### src/rtl/wwd_pkg.sv
package wwd_pkg;
  // byte offsets of the host-visible registers
  localparam int OFS_UNLOCK = 'h00;
  localparam int OFS_CTRL   = 'h04;
  localparam int OFS_AUX    = 'h08;
  localparam int OFS_CLOSED = 'h0C;
  localparam int OFS_OPEN   = 'h10;

  // control register fields
  localparam int BIT_EN   = 0;
  localparam int BIT_KICK = 8;
  localparam int BIT_VIOL = 16;

  typedef enum logic [1:0] {
    PH_IDLE   = 2'd0,
    PH_CLOSED = 2'd1,
    PH_OPEN   = 2'd2,
    PH_TRIP   = 2'd3
  } wwd_phase_e;
endpackage

### src/rtl/wwd_regs.sv
module wwd_regs
  import wwd_pkg::*;
#(
  parameter int ADDR_W = 5,
  parameter int DATA_W = 32,
  parameter int CNT_W  = 32
) (
  input  logic              clk,
  input  logic              rst,
  input  logic              bus_wr,
  input  logic              bus_rd,
  input  logic [ADDR_W-1:0] bus_addr,
  input  logic [DATA_W-1:0] bus_wdata,
  output logic [DATA_W-1:0] bus_rdata,
  input  logic              viol_i,
  output logic              en_o,
  output logic              kick_o,
  output logic [CNT_W-1:0]  closed_len_o,
  output logic [CNT_W-1:0]  open_len_o
);
  localparam logic [ADDR_W-1:0] A_UNLOCK = ADDR_W'(OFS_UNLOCK);
  localparam logic [ADDR_W-1:0] A_CTRL   = ADDR_W'(OFS_CTRL);
  localparam logic [ADDR_W-1:0] A_CLOSED = ADDR_W'(OFS_CLOSED);
  localparam logic [ADDR_W-1:0] A_OPEN   = ADDR_W'(OFS_OPEN);

  logic              unlock_q;
  logic              en_q;
  logic              kick_q;
  logic [CNT_W-1:0]  closed_q;
  logic [CNT_W-1:0]  open_q;
  logic [DATA_W-1:0] rdata_q;
  logic [DATA_W-1:0] rd_mux;

  logic wr_unlock, wr_ctrl, wr_closed, wr_open, ctrl_take;

  assign wr_unlock = bus_wr && (bus_addr == A_UNLOCK);
  assign wr_ctrl   = bus_wr && (bus_addr == A_CTRL);
  assign wr_closed = bus_wr && (bus_addr == A_CLOSED);
  assign wr_open   = bus_wr && (bus_addr == A_OPEN);
  assign ctrl_take = wr_ctrl && unlock_q;

  always_ff @(posedge clk) begin
    if (rst) begin
      unlock_q <= 1'b0;
      en_q     <= 1'b0;
      kick_q   <= 1'b0;
      closed_q <= '0;
      open_q   <= '0;
    end else begin
      kick_q <= 1'b0;
      if (wr_unlock)
        unlock_q <= bus_wdata[0];
      else if (wr_ctrl)
        unlock_q <= 1'b0;
      if (ctrl_take) begin
        en_q   <= bus_wdata[BIT_EN];
        // a kick counts only while already running and staying enabled
        kick_q <= bus_wdata[BIT_KICK] && bus_wdata[BIT_EN] && en_q;
      end
      if (wr_closed) closed_q <= bus_wdata[CNT_W-1:0];
      if (wr_open)   open_q   <= bus_wdata[CNT_W-1:0];
    end
  end

  always_comb begin
    rd_mux = '0;
    unique case (bus_addr)
      A_UNLOCK: rd_mux[0] = unlock_q;
      A_CTRL: begin
        rd_mux[BIT_EN]   = en_q;
        rd_mux[BIT_KICK] = kick_q;
        rd_mux[BIT_VIOL] = viol_i;
      end
      A_CLOSED: rd_mux = DATA_W'(closed_q);
      A_OPEN:   rd_mux = DATA_W'(open_q);
      default:  rd_mux = '0;
    endcase
  end

  always_ff @(posedge clk) begin
    if (rst)         rdata_q <= '0;
    else if (bus_rd) rdata_q <= rd_mux;
  end

  assign bus_rdata    = rdata_q;
  assign en_o         = en_q;
  assign kick_o       = kick_q;
  assign closed_len_o = closed_q;
  assign open_len_o   = open_q;
endmodule

### src/rtl/wwd_phase_ctr.sv
module wwd_phase_ctr
  import wwd_pkg::*;
#(
  parameter int CNT_W = 32
) (
  input  logic             clk,
  input  logic             rst,
  input  logic             en_i,
  input  logic             kick_i,
  input  logic [CNT_W-1:0] closed_len_i,
  input  logic [CNT_W-1:0] open_len_i,
  output logic             fault_o
);
  wwd_phase_e       phase_q, phase_d;
  logic [CNT_W-1:0] cnt_q, cnt_d;
  logic [CNT_W-1:0] open_snap_q, open_snap_d;
  logic             fault_q, trip;
  logic             last;

  // a loaded value of 0 or 1 both mean a single-cycle phase
  assign last = (cnt_q <= CNT_W'(1));

  always_comb begin
    phase_d     = phase_q;
    cnt_d       = cnt_q;
    open_snap_d = open_snap_q;
    trip        = 1'b0;
    unique case (phase_q)
      PH_IDLE: begin
        if (en_i) begin
          phase_d     = PH_CLOSED;
          cnt_d       = closed_len_i;
          open_snap_d = open_len_i;
        end
      end
      PH_CLOSED: begin
        if (!en_i) begin
          phase_d = PH_IDLE;
        end else if (kick_i) begin
          phase_d = PH_TRIP;
          trip    = 1'b1;
        end else if (last) begin
          phase_d = PH_OPEN;
          cnt_d   = open_snap_q;
        end else begin
          cnt_d = cnt_q - CNT_W'(1);
        end
      end
      PH_OPEN: begin
        if (!en_i) begin
          phase_d = PH_IDLE;
        end else if (kick_i) begin
          phase_d     = PH_CLOSED;
          cnt_d       = closed_len_i;
          open_snap_d = open_len_i;
        end else if (last) begin
          phase_d = PH_TRIP;
          trip    = 1'b1;
        end else begin
          cnt_d = cnt_q - CNT_W'(1);
        end
      end
      default: phase_d = PH_TRIP;
    endcase
  end

  always_ff @(posedge clk) begin
    if (rst) begin
      phase_q     <= PH_IDLE;
      cnt_q       <= '0;
      open_snap_q <= '0;
      fault_q     <= 1'b0;
    end else begin
      phase_q     <= phase_d;
      cnt_q       <= cnt_d;
      open_snap_q <= open_snap_d;
      if (trip) fault_q <= 1'b1;
    end
  end

  assign fault_o = fault_q;
endmodule

### src/rtl/window_watchdog.sv
module window_watchdog
  import wwd_pkg::*;
#(
  parameter int ADDR_W = 5,
  parameter int DATA_W = 32,
  parameter int CNT_W  = 32
) (
  input  logic              clk,
  input  logic              rst,
  input  logic              bus_wr,
  input  logic              bus_rd,
  input  logic [ADDR_W-1:0] bus_addr,
  input  logic [DATA_W-1:0] bus_wdata,
  output logic [DATA_W-1:0] bus_rdata,
  output logic              fault_rst
);
  logic             en_w, kick_w, fault_w;
  logic [CNT_W-1:0] closed_w, open_w;

  wwd_regs #(.ADDR_W(ADDR_W), .DATA_W(DATA_W), .CNT_W(CNT_W)) u_regs (
    .clk(clk), .rst(rst),
    .bus_wr(bus_wr), .bus_rd(bus_rd), .bus_addr(bus_addr),
    .bus_wdata(bus_wdata), .bus_rdata(bus_rdata),
    .viol_i(fault_w), .en_o(en_w), .kick_o(kick_w),
    .closed_len_o(closed_w), .open_len_o(open_w)
  );

  wwd_phase_ctr #(.CNT_W(CNT_W)) u_ctr (
    .clk(clk), .rst(rst),
    .en_i(en_w), .kick_i(kick_w),
    .closed_len_i(closed_w), .open_len_i(open_w),
    .fault_o(fault_w)
  );

  assign fault_rst = fault_w;
endmodule

### config.mk
export PLATFORM = sky130hd
export DESIGN_NAME = window_watchdog
export DESIGN_NICKNAME = d
export VERILOG_FILES = /design/src/rtl/wwd_pkg.sv /design/src/rtl/wwd_regs.sv /design/src/rtl/wwd_phase_ctr.sv /design/src/rtl/window_watchdog.sv
export SDC_FILE = /design/constraint.sdc
export NUM_CORES = 1
export LEC_CHECK = 0
export ABC_AREA = 1
export BUFFER_PORTS_ARGS = -buffer_cell sky130_fd_sc_hd__buf_2
export CORE_MARGIN = 2
export CORE_UTILIZATION = 50
export CTS_CLUSTER_SIZE = 8
export DETAILED_ROUTE_END_ITERATION = 8
export GPL_ROUTABILITY_DRIVEN = 0
export PLACE_DENSITY = 0.66
export SLEW_MARGIN = 20
export SYNTH_ARGS = -nofsm -noshare
export SYNTH_HDL_FRONTEND = slang
export SYNTH_HIERARCHICAL = 1
export SYNTH_SLANG_ARGS = --single-unit
### constraint.sdc
create_clock -name clk -period 2.2 [get_ports clk]
set_clock_uncertainty 0.1 [all_clocks]
set_input_delay 0.22 -clock clk [delete_from_list [all_inputs] [get_ports clk]]
set_output_delay 0.22 -clock clk [all_outputs]
set_load 0.02 [all_outputs]
* After elaboration in Yosys (flattened, before gate mapping) *
Cells that the tools add are included.

word-level totals
  register bits = 166
  bits of input ports = 41
  output and inout port bits = 33

cells by class
  $add $sub $neg = 1
  order comparisons = 1
  equal/unequal tests = 13
  muxes and demuxes = 34
  bitwise operators = 1
  reductions and logical operators = 16

operators with widths
  cell                                                             number
  two-way mux 32 bit                                               10
  case mux 32 bit (3 select lines)                                 1
  case mux 32 bit (2 select lines)                                 1
  less-or-equal comparator 32 x 1 -> 1 bit, second input constant  1
  subtractor 32 x 1 -> 32 bit, second input constant               1
  case mux 15 bit (2 select lines)                                 1
  case mux 7 bit (2 select lines)                                  2
  two-way mux 2 bit                                                7
  != test 2 bit, second input constant                             5
  != test 4 x 3 -> 1 bit, second input constant                    2
  logical AND 1 bit                                                7
  two-way mux 1 bit                                                7
  case mux 1 bit (3 select lines)                                  2
  case mux 2 bit (3 select lines)                                  1
  AND reduction 6 bit                                              1
  equality test 5 x 3 -> 1 bit, second input constant              1
  equality test 5 x 4 -> 1 bit, second input constant              1
  equality test 5 bit, second input constant                       1
  logical NOT 5 bit                                                1
  case mux 1 bit (4 select lines)                                  1
  AND reduction 4 bit                                              1
  nonzero test 2 bit                                               2
  != test 3 bit, second input constant                             1
  AND reduction 3 bit                                              1
  other kinds (7)                                                  7

* Longest topological paths before layout *
Gate-level depths: netlist (run 1).

  depth after elaboration = 5
  mapped depth = 15
  gate-level depth less buffers = 14

* By module *
The synthesis (run 1) kept the hierarchy.

modules (own cells, without submodules)
  module         instances  cells an instance  area an instance (um2)  sequential area each (um2)
  wwd_phase_ctr  1          823                4852.2                  1341.3
  wwd_regs       1          545                4046.4                  1981.9

* Worst setup path before layout (run 1) *
Ideal clock, no wire load.

  path kind = flip-flop to flip-flop
  start point = register u_ctr.cnt_q[0]
  end point = register u_ctr.cnt_q[8]
  setup time = 138 ps
  arrival = 1655 ps
  required time = 1962 ps
  slack = 307 ps
  stages on the path, launching flop included = 16
  path buffers = 2
  path through = dfxtp_1 inv_1 ha_1 inv_2 nand2_1 nand2_1 nor2_2 nand4_4 inv_2 nand2_1 nand2_2 buf_6 buf_6 nor2_1 nand2_1 a21oi_2

between the ends
  cells in the longest elaborated chain, start to end = 5
  elaborated cells on any way between the ends = 11

ends and longest elaborated chain
  element                                                                                         line                                                           source
  start: declaration                                                                              wwd_phase_ctr.sv:15                                            logic [CNT_W-1:0] cnt_q, cnt_d;
  start signal: assignment                                                                        wwd_phase_ctr.sv:75                                            cnt_q <= cnt_d;
  subtractor 32 x 1 -> 32 bit / less-or-equal comparator 32 x 1 -> 1 bit (equally long branches)  wwd_phase_ctr.sv:46, wwd_phase_ctr.sv:60, wwd_phase_ctr.sv:21
  two-way mux 32 bit, on equally long branches                                                    wwd_phase_ctr.sv:56, wwd_phase_ctr.sv:42
  two-way mux 32 bit, on equally long branches                                                    wwd_phase_ctr.sv:52, wwd_phase_ctr.sv:39
  two-way mux 32 bit, on equally long branches                                                    wwd_phase_ctr.sv:50, wwd_phase_ctr.sv:37
  case mux 32 bit (3 select lines)                                                                wwd_phase_ctr.sv:28                                            unique case (phase_q)

Several ways; a longest one is shown, not always the timed one. The select of a mux whose other input is x is not followed.
A chain may end at the register's enable or synchronous reset.

* Final worst setup path (run 1) *
  start point = register u_ctr.cnt_q[0]
  end point = register u_ctr.cnt_q[0]

The elaborated chain is that of the path after synthesis.

==> results.sh, run 1 <==
export IMPL_status="complete, no violations"
export IMPL_grt_ovfl_total=0
export IMPL_port_buffers=73
export IMPL_die_w_um=137
export IMPL_max_vdd_ir_drop_uv=678
export IMPL_hpwl_um=18900
export IMPL_intPower_uw=5690
export IMPL_setup_viol=0
export IMPL_viasPerCell=5.39
export IMPL_synth_net_count=1415
export IMPL_core_area_sq_um=17400
export IMPL_synth_distinct_cells=36
export IMPL_routedWlPerCell_um=15.8
export IMPL_cts_sinks=166
export IMPL_layout_nets=1511
export IMPL_fin_cells=1701
export IMPL_finalHoldViolCount=0
export IMPL_yosysSeqAreaShare_pct=37.3
export IMPL_synth_cells=1368
export IMPL_r2r_slack_ns=0.12
export IMPL_worstHoldStart="bus_wr"
export IMPL_numCtsBuffers=17
export IMPL_yosysTopAreaCell="dfxtp_1"
export IMPL_place_inst=1634
export IMPL_r2r_end="u_ctr/cnt_q[0]"
export IMPL_first_iter_violations=920
export IMPL_min_period_ns=2.08
export IMPL_grt_start_max_net_pins=67
export IMPL_ys_top_cells_by_area="dfxtp_1, nand2_1, a21oi_1, nor2_1, inv_1"
export IMPL_syn_cell_area_sq_um=8900
export IMPL_drc=0
export IMPL_p_comb_share_pct=23.2
export IMPL_avgSynthCellArea_sq_um=6.50
export IMPL_antenna_left=0
export IMPL_cp_max_fo=25
export IMPL_crit_path_end_kind="flop"
export IMPL_seqPwrFrac_pct=37.3
export IMPL_tritoncts="yes"
export IMPL_h_tree_depth=4
export IMPL_synth_top_cell_area_share_pct=37.3
export IMPL_max_cap_violations=0
export IMPL_io_pins=74
export IMPL_slew_viol_final=0
export IMPL_first_global_vias=8047
export IMPL_diodes=0
export IMPL_p_total_uw=8310
export IMPL_power_switching_uw=2620
export IMPL_leakagePower_uw=0.00464
export IMPL_hold_path_class="in2reg"
export IMPL_first_pass_iters=5
export IMPL_hold_end="u_regs/unlock_q"
export IMPL_routed_wl_um=26900
export IMPL_ys_warn_count=6
export IMPL_hold_path_depth=4
export IMPL_reg2reg_depth=12
export IMPL_swShare_pct=31.5
export IMPL_worst_pin_slew_ns=0.736
export IMPL_cts_buffer_depth=2
export IMPL_synthToLayoutAreaGrowth_pct=18.4
export IMPL_drive_above_1_share_pct=13.7
export IMPL_clkTransAtPathRegs_ns=0.06
export IMPL_slew_headroom_pct=50.9
export IMPL_pwr_share_clk_pct=39.4
export IMPL_post_place_ws_ns=-0.0416
export IMPL_worst_slack_ns=0.117
export IMPL_start_util_pct=51.3
export IMPL_p_per_area_nw_per_um2=788
export IMPL_root_buffer="clkbuf_16"
export IMPL_clock_fmax_ghz=0.480
export IMPL_rr_startpoint="u_ctr/cnt_q[0]"
export IMPL_vias=9168
export IMPL_synth_seq_cells=166
export IMPL_path_class="reg2reg"
export IMPL_chipHeight_um=137
export IMPL_critical_path_required_ns=2.38
export IMPL_rows=48
export IMPL_antenna_found_initial=0
export IMPL_rsz0062_at_grt="yes"
export IMPL_start_kind="flop"
export IMPL_grt_pass1_wl_um=42600
export IMPL_arrival_ns=2.27
export IMPL_clock_latency_ns=0.43
export IMPL_die_area_sq_um=18900
export IMPL_period_share_pct=94.7
export IMPL_fin_util_pct=60.7
export IMPL_fin_tns_setup_ns=0
export IMPL_grt_util_all_layers_pct=29.1
-- cell usage after synthesis --
cell and number:
o21ai_1 69, nand3b_1 1, inv_2 5, inv_4 2
xnor2_1 8, nor2_4 9, inv_1 151, o21ai_2 2
ha_1 6, a21o_1 1, nand2_4 1, nor3_1 2
nor2_2 6, o22ai_1 10, clkbuf_1 42, or2_2 2
o21ai_0 92, o221ai_1 1, o211ai_1 4, nand2_1 277
buf_2 18, dfxtp_1 166, nor2_1 200, nand3_2 1
buf_6 14, buf_1 3, a31oi_1 6, a211oi_1 1
nand4_4 1, xor2_1 11, nand2_2 2, a21oi_1 153
nand4_1 11, nand3_1 81, a21oi_2 8, nand3_4 1
-- worst max-delay path, stage by stage (launching register included) --
cell and delay [ns]:
dfxtp_1 0.33, inv_1 0.08, ha_2 0.23, inv_2 0.04, nand2_1 0.05, nand2_1 0.08, nor2_4 0.13, nand4_4 0.11
buf_4 0.25, o21ai_0 0.20, nor2_1 0.07, o21ai_0 0.20, a21oi_1 0.09
-- layout make-up --
cell class	instances	area [sq um]
clock inverter	14	210
fill	1668	6820
timing repair buffer	154	1100
inverter	158	598
tap	225	282
multi-input combinational	967	4590
clock buffer	17	425
sequential	166	3320
-- sequential cells by signal (all words and copies together), names as in the netlist --
name	count
u_regs/en_o	1
u_regs/unlock_q	1
u_ctr/fault_o	1
u_ctr/open_snap_q	32
u_regs/open_len_o	32
u_regs/closed_len_o	32
u_regs/kick_o	1
u_ctr/phase_q	2
u_regs/bus_rdata	32
u_ctr/cnt_q	32
-- through the flow --
stage / cell area (sq um) / hold WS [ns]
3_3_place_gp: 9480 / 0.346
2_1_floorplan: 8900 / 0.255
3_5_place_dp: 9480 / 0.354
5_1_grt: 10500 / 0.0189
4_1_cts: 10400 / 0.0000871
6_report: 10500 / 0.0125
-- cell families (layout without fill, tap and decap cells) --
| family | after synthesis | in the layout | share of synthesized area, % |
|---|---|---|---|
| AND/OR/NAND/NOR | 595 | 595 | 28.2 |
| flip-flops | 166 | 166 | 37.3 |
| adder cells (fa/ha/maj) | 6 | 6 | 0.844 |
| buffers and inverters | 235 | 343 | 11.4 |
| AO/OA/AOI/OAI | 347 | 347 | 20.4 |
| XOR/XNOR | 19 | 19 | 1.87 |
-- power by group through the flow --
stage | combinational (uW) | clock, uW | sequential, uW
floorplan | 1270 | 0 | 3190
finish | 1930 | 3270 | 3100
global placement | 1830 | 0 | 3170
detailed placement | 1840 | 0 | 3170
global route | 2130 | 3420 | 3100
CTS | 1900 | 3320 | 3100
-- routing by layer --
layer	global-route usage, %	share of wire [%]	up-vias
met3	4.49	7.5	39
met4	9.62	2.1	0
met5	0	0	-
li1	-	-	4592
met2	42.2	43	362
met1	43.8	48	4175
-- cell usage in the layout, fill, tap and decap left out, drive strengths merged, types with 2 or more instances in the layout --
master / Yosys / final
dfxtp: 166 / 166
xor2: 11 / 11
a31oi: 6 / 6
clkbuf: 42 / 17
dlygate4sd3: 0 / 32
nor2: 215 / 215
or2: 2 / 2
inv: 158 / 166
o21ai: 163 / 163
xnor2: 8 / 8
nor3: 2 / 2
buf: 35 / 122
nand3: 83 / 83
nand2: 280 / 280
a21oi: 161 / 161
o22ai: 10 / 10
nand4: 12 / 12
ha: 6 / 6
bufinv: 0 / 4
clkinvlp: 0 / 2
o211ai: 4 / 4
-- what timing repair did --
| action | in CTS | in global routing |
|---|---|---|
| resized for setup | 1 | 14 |
| endpoints found under the setup margin | 9 | 63 |
| hold buffers | 32 | 0 |
| buffers inserted | 0 | 4 |
| gates cloned | 0 | 0 |
| pin swaps | 0 | 2 |
| endpoints found under the hold margin | 60 | 0 |
-- worst max path at each step --
stage                    from         endpoint  slack, ns
2_1_floorplan  u_ctr/cnt_q[0]   u_ctr/cnt_q[8]       0.31
3_3_place_gp   u_ctr/cnt_q[0]   u_ctr/cnt_q[8]       0.04
3_5_place_dp   u_ctr/cnt_q[0]   u_ctr/cnt_q[8]      -0.04
4_1_cts        u_ctr/cnt_q[0]  u_ctr/cnt_q[31]       0.06
5_1_grt        u_ctr/cnt_q[0]   u_ctr/cnt_q[1]      -0.02
6_report       u_ctr/cnt_q[0]   u_ctr/cnt_q[0]       0.12
Power figures use the tool's default switching activity.
==> run 2: changes to the inputs <==
Settings changed: PLACE_DENSITY 0.66 to 0.7.
==> run 2 against run 1 <==
Against the previous run: first-iteration DRC count up 2.5%; combinational power about the same; worst setup slack better by 0.050 ns; critical path depth up 2; critical path type unchanged.
==> results.sh, run 2 (synthesized netlist as in run 1, its figures left out) <==
export IMPL_grt_util_all_layers_pct=28.2
export IMPL_root_buffer="clkbuf_16"
export IMPL_rows=48
export IMPL_swShare_pct=32.2
export IMPL_intPower_uw=5470
export IMPL_leakagePower_uw=0.00457
export IMPL_die_area_sq_um=18900
export IMPL_io_pins=74
export IMPL_critPathMaxStageDelay_ns=0.33
export IMPL_cp_startpoint="u_ctr/cnt_q[1]"
export IMPL_place_inst=1630
export IMPL_max_vdd_ir_drop_uv=598
export IMPL_p_total_uw=8060
export IMPL_finalHoldViolCount=0
export IMPL_cts_buffer_depth=2
export IMPL_start_kind="flop"
export IMPL_die_w_um=137
export IMPL_hold_path_class="in2reg"
export IMPL_slew_headroom_pct=51.0
export IMPL_viasPerCell=5.45
export IMPL_antenna_found_initial=0
export IMPL_period_share_pct=92.4
export IMPL_crit_path_cell_trace="inv_1 > ha_4 > inv_2 > nand2_1 > nand2_1 > nor2_4 > nand4_4 > inv_2 > nand2_1 > nand2_2 > buf_12 > a21oi_1 > nand2_1 > a21oi_1"
export IMPL_layout_nets=1503
export IMPL_antenna_left=0
export IMPL_worst_pin_slew_ns=0.734
export IMPL_p_comb_share_pct=24.2
export IMPL_final_cell_mix="nand2_1, nor2_1, dfxtp_1"
export IMPL_chipHeight_um=137
export IMPL_start_util_pct=51.3
export IMPL_routedWlPerCell_um=15.4
export IMPL_cpMostUsedCell="nand2_1"
export IMPL_port_buffers=73
export IMPL_cp_max_fo=40
export IMPL_drive_above_1_share_pct=12.9
export IMPL_clock_latency_ns=0.43
export IMPL_first_pass_iters=5
export IMPL_grt_pass1_wl_um=41900
export IMPL_fin_tns_setup_ns=0
export IMPL_whs_ns=0.0181
export IMPL_tritoncts="yes"
export IMPL_critical_path_required_ns=2.37
export IMPL_final_common_cell="nand2_1"
export IMPL_diodes=0
export IMPL_pwr_share_clk_pct=37.4
export IMPL_vias=9219
export IMPL_clkTransAtPathRegs_ns=0.07
export IMPL_min_period_ns=2.03
export IMPL_numCtsBuffers=17
export IMPL_slew_viol_final=0
export IMPL_hpwl_um=18500
export IMPL_core_area_sq_um=17400
export IMPL_rr_startpoint="u_ctr/cnt_q[1]"
export IMPL_r2r_slack_ns=0.17
export IMPL_grt_ovfl_total=0
export IMPL_first_global_vias=8210
export IMPL_reg2reg_depth=14
export IMPL_seqPwrFrac_pct=38.4
export IMPL_cts_sinks=166
export IMPL_grt_start_max_net_pins=62
export IMPL_path_class="reg2reg"
export IMPL_critPathCapture="u_ctr/cnt_q[21]"
export IMPL_power_switching_uw=2590
export IMPL_arrival_ns=2.21
export IMPL_drc=0
export IMPL_setup_viol=0
export IMPL_rsz0062_at_grt="no"
export IMPL_routed_wl_um=26000
export IMPL_post_cts_buffers=0
export IMPL_first_iter_violations=943
export IMPL_max_cap_violations=0
export IMPL_synthToLayoutAreaGrowth_pct=17.1
export IMPL_crit_path_end_kind="flop"
export IMPL_h_tree_depth=4
export IMPL_r2r_end="u_ctr/cnt_q[21]"
export IMPL_cp_slowest_cell="dfxtp_1"
export IMPL_clock_fmax_ghz=0.492
export IMPL_p_per_area_nw_per_um2=774
export IMPL_status="complete, no violations"
export IMPL_fin_cells=1693
[run 2: cell count changes in the layout (fill, tap and decap cells not counted), sizes merged]
cell and change:
bufinv -2, clkinv +5, clkinvlp -1, inv -2
buf -8
[run 2: worst min-delay path by stage]
stage | end | startpoint | slack, ns | depth (start not counted)
after floorplan | u_regs/open_len_o[0] | bus_wdata[0] | 0.25 | 2
after global placement | u_ctr/open_snap_q[23] | u_ctr/open_snap_q[23] | 0.34 | 2
after detailed placement | u_ctr/open_snap_q[22] | u_ctr/open_snap_q[22] | 0.36 | 2
after CTS | u_regs/open_len_o[31] | bus_wdata[31] | 0.002 | 3
after global routing | u_regs/open_len_o[31] | bus_wdata[31] | 0.02 | 3
final | u_regs/unlock_q | bus_wr | 0.02 | 4
[run 2: area by class of cell]
class,count,area (sq um)
clock inverters,14,169
clock buffers,17,425
flip-flops and latches,166,3320
well taps,225,282
inverters,158,598
repair buffers,146,1030
fillers,1632,6940
multi-input cells,967,4590
[run 2: power by group through the flow]
stage | registers, uW | clock network, uW | logic (uW)
floorplan | 3190 | 0 | 1270
global placement | 3170 | 0 | 1840
detailed placement | 3170 | 0 | 1850
CTS | 3100 | 3060 | 1900
global route | 3100 | 3190 | 2140
finish | 3100 | 3010 | 1950
[run 2: timing repair]
item                                    in CTS  in global routing
hold buffers                                32                  0
gates resized for setup                      0                 11
endpoints found under the setup margin       0                 34
endpoints found under the hold margin       55                  0
[run 2: worst max-delay path: cells and delay by family (launching register included)]
kind / cells / cell delay, ns
AOI/OAI and AO/OA: 2 / 0.13
adders and majority gates: 1 / 0.18
buffers and inverters: 4 / 0.45
DFF: 1 / 0.33
and+or+nand+nor: 7 / 0.67
[run 2: stage by stage]
stage,setup slack (ns),util [%],instance area [sq um]
floorplan,0.307,-,8900
global placement,0.179,54.5,9460
detailed placement,0.0353,54.5,9460
CTS,0.00358,59.8,10400
global route,0.00343,60.0,10400
finish,0.167,60.0,10400
[run 2: metal layers]
metal	routed length (um)	global-route usage, %
met3	2070	4.86
met5	0	0
met1	12200	40.9
met2	11400	43.3
met4	370	7.39
==> run 3: changes to the inputs <==
--- a/config.mk
+++ b/config.mk
@@ -14,4 +14,5 @@
 export GPL_ROUTABILITY_DRIVEN = 0
 export PLACE_DENSITY = 0.7
+export RECOVER_POWER = 25
 export SLEW_MARGIN = 20
 export SYNTH_ARGS = -nofsm -noshare
==> constraint.sdc (replaced) <==
create_clock -name clk -period 2.2 [get_ports clk]
set_clock_uncertainty 0.1 [all_clocks]
set_input_delay 0.44 -clock clk [delete_from_list [all_inputs] [get_ports clk]]
set_output_delay 0.44 -clock clk [all_outputs]
set_load 0.02 [all_outputs]
==> run 3 against run 2 <==
Against the previous run: cell area is 2.7% lower; die area stayed put; routed wire length is 1.6% lower; largest cell class unchanged; sequential cell count stayed put; combinational power hardly changed; non-clock buffer count is 30 lower; first-iteration DRC count is 20% lower; register-to-register slack better by 0.02 ns; largest power group is now the clock network; core utilization is 1.6 points lower; sequential share of layout area is 0.86 points higher.
==> results.sh, run 3 (synthesized netlist as in run 1, its figures left out) <==
export IMPL_rr_startpoint="u_ctr/cnt_q[0]"
export IMPL_grt_pass1_wl_um=41800
export IMPL_worst_pin_slew_ns=0.748
export IMPL_path_class="reg2reg"
export IMPL_worstHoldStart="bus_wdata[28]"
export IMPL_io_pins=74
export IMPL_max_vdd_ir_drop_uv=645
export IMPL_clock_fmax_ghz=0.497
export IMPL_critical_path_required_ns=2.39
export IMPL_fill_cells=1686
export IMPL_cpMostUsedCell="nand2_1"
export IMPL_grt_ovfl_total=0
export IMPL_first_pass_iters=5
export IMPL_tritoncts="yes"
export IMPL_place_inst=1632
export IMPL_antenna_found_initial=0
export IMPL_grt_busiest_layer="met1"
export IMPL_vias=8963
export IMPL_chipHeight_um=137
export IMPL_layout_nets=1473
export IMPL_synthToLayoutAreaGrowth_pct=13.9
export IMPL_first_global_vias=8159
export IMPL_grt_start_max_net_pins=62
export IMPL_clock_latency_ns=0.43
export IMPL_finalHoldViolCount=0
export IMPL_fin_cells=1663
export IMPL_met3_usage_pct=4.82
export IMPL_slew_viol_final=0
export IMPL_slew_headroom_pct=50.1
export IMPL_fin_tns_setup_ns=0
export IMPL_antenna_left=0
export IMPL_max_cap_violations=0
export IMPL_h_tree_depth=4
export IMPL_multiInputGateArea_sq_um=4580
export IMPL_routedWlPerCell_um=15.4
export IMPL_critPathMaxStageDelay_ns=0.35
export IMPL_final_area_sq_um=10100
export IMPL_seqCellArea_sq_um=3320
export IMPL_p_per_area_nw_per_um2=819
export IMPL_place_area_sq_um=9490
export IMPL_leakagePower_uw=0.00442
export IMPL_cts_sinks=166
export IMPL_root_buffer="clkbuf_16"
export IMPL_reg2reg_depth=14
export IMPL_grt_use_met1_pct=41.5
export IMPL_cp_max_fo=41
export IMPL_final_common_cell="nand2_1"
export IMPL_hold_path_depth=3
export IMPL_hold_end="u_regs/closed_len_o[28]"
export IMPL_first_iter_violations=754
export IMPL_grt_util_met2_pct=41.2
export IMPL_start_kind="flop"
export IMPL_period_share_pct=91.4
export IMPL_hold_buffers=0
export IMPL_hold_path_class="in2reg"
export IMPL_cts_buffer_depth=2
export IMPL_r2r_end="u_ctr/cnt_q[12]"
export IMPL_hpwl_um=18400
export IMPL_cp_slowest_cell="dfxtp_1"
export IMPL_drc=0
export IMPL_diodes=0
export IMPL_clkTransAtPathRegs_ns=0.07
export IMPL_arrival_ns=2.20
export IMPL_final_cell_mix="nand2_1, nor2_1, dfxtp_1"
export IMPL_setup_viol=0
export IMPL_post_cts_buffers=0
export IMPL_rows=48
export IMPL_crit_path_end_kind="flop"
export IMPL_core_area_sq_um=17400
export IMPL_die_w_um=137
export IMPL_routed_wl_um=25600
export IMPL_drive_above_1_share_pct=12.2
export IMPL_die_area_sq_um=18900
export IMPL_port_buffers=73
export IMPL_numCtsBuffers=17
export IMPL_viasPerCell=5.39
export IMPL_r2r_slack_ns=0.19
export IMPL_status="complete, no violations"
export IMPL_grt_util_all_layers_pct=28.1
export IMPL_start_util_pct=51.3
export IMPL_crit_path_cell_trace="inv_2 > ha_4 > inv_2 > nand2_1 > nand2_1 > nor2_4 > nand4_4 > inv_2 > nand2_1 > nand2_2 > buf_12 > a21oi_1 > nand2_1 > a21oi_2"
export IMPL_rsz0062_at_grt="no"
export IMPL_min_period_ns=2.01
run 3: through the flow:
step | power, uW | worst slack (ns) | hold WS [ns] | utilization [%]
floorplan | 4460 | 0.307 | 0.330 | -
global placement | 5070 | 0.152 | 0.345 | 54.7
detailed placement | 5080 | 0.0553 | 0.352 | 54.7
CTS | 8310 | 0.0384 | 0.139 | 58.4
global route | 8690 | 0.00477 | 0.156 | 58.4
finish | 8300 | 0.189 | 0.148 | 58.4
run 3: timing repair:
action | CTS | global route
hold endpoints to repair | 0 | 0
gates resized for setup | 0 | 15
endpoints found under the setup margin | 0 | 36
run 3: area by class of cell:
class	count	area share, %
Timing Repair Buffer	116	7.02
Inverter	158	5.90
Multi-Input combinational cell	967	45.2
Tap cell	225	2.78
Clock inverter	14	2.13
Sequential cell	166	32.8
Clock buffer	17	4.20
run 3: worst max-delay path, delay by kind of cell (launching register included):
| family | cells | cell delay (ns) |
|---|---|---|
| flip-flops | 1 | 0.35 |
| buffers and inverters | 4 | 0.44 |
| AND/OR/NAND/NOR | 7 | 0.64 |
| adder cells (fa/ha/maj) | 1 | 0.17 |
| AO/OA/AOI/OAI | 2 | 0.12 |
run 3: worst max path at each step:
stage	startpoint	end	slack, ns	cells after the start
after floorplan	u_ctr/cnt_q[0]	u_ctr/cnt_q[8]	0.31	15
after global placement	u_ctr/cnt_q[0]	u_ctr/cnt_q[7]	0.15	12
after detailed placement	u_ctr/cnt_q[0]	u_ctr/cnt_q[9]	0.06	12
after CTS	u_ctr/cnt_q[0]	u_ctr/cnt_q[7]	0.04	12
after global routing	u_ctr/cnt_q[11]	u_ctr/cnt_q[29]	0.005	10
final	u_ctr/cnt_q[0]	u_ctr/cnt_q[12]	0.19	14
run 3: where the power goes:
part           total (uW)  switching [uW]  internal [uW]
clock network        3240            1300           1930
registers            3100            38.1           3060
logic                1970            1260            709
run 3: metal layers:
metal / vias to the layer above / routed length (um)
li1: 4527 / -
met1: 4037 / 12200
met2: 356 / 10900
met3: 43 / 1930
met4: 0 / 563
met5: - / 0
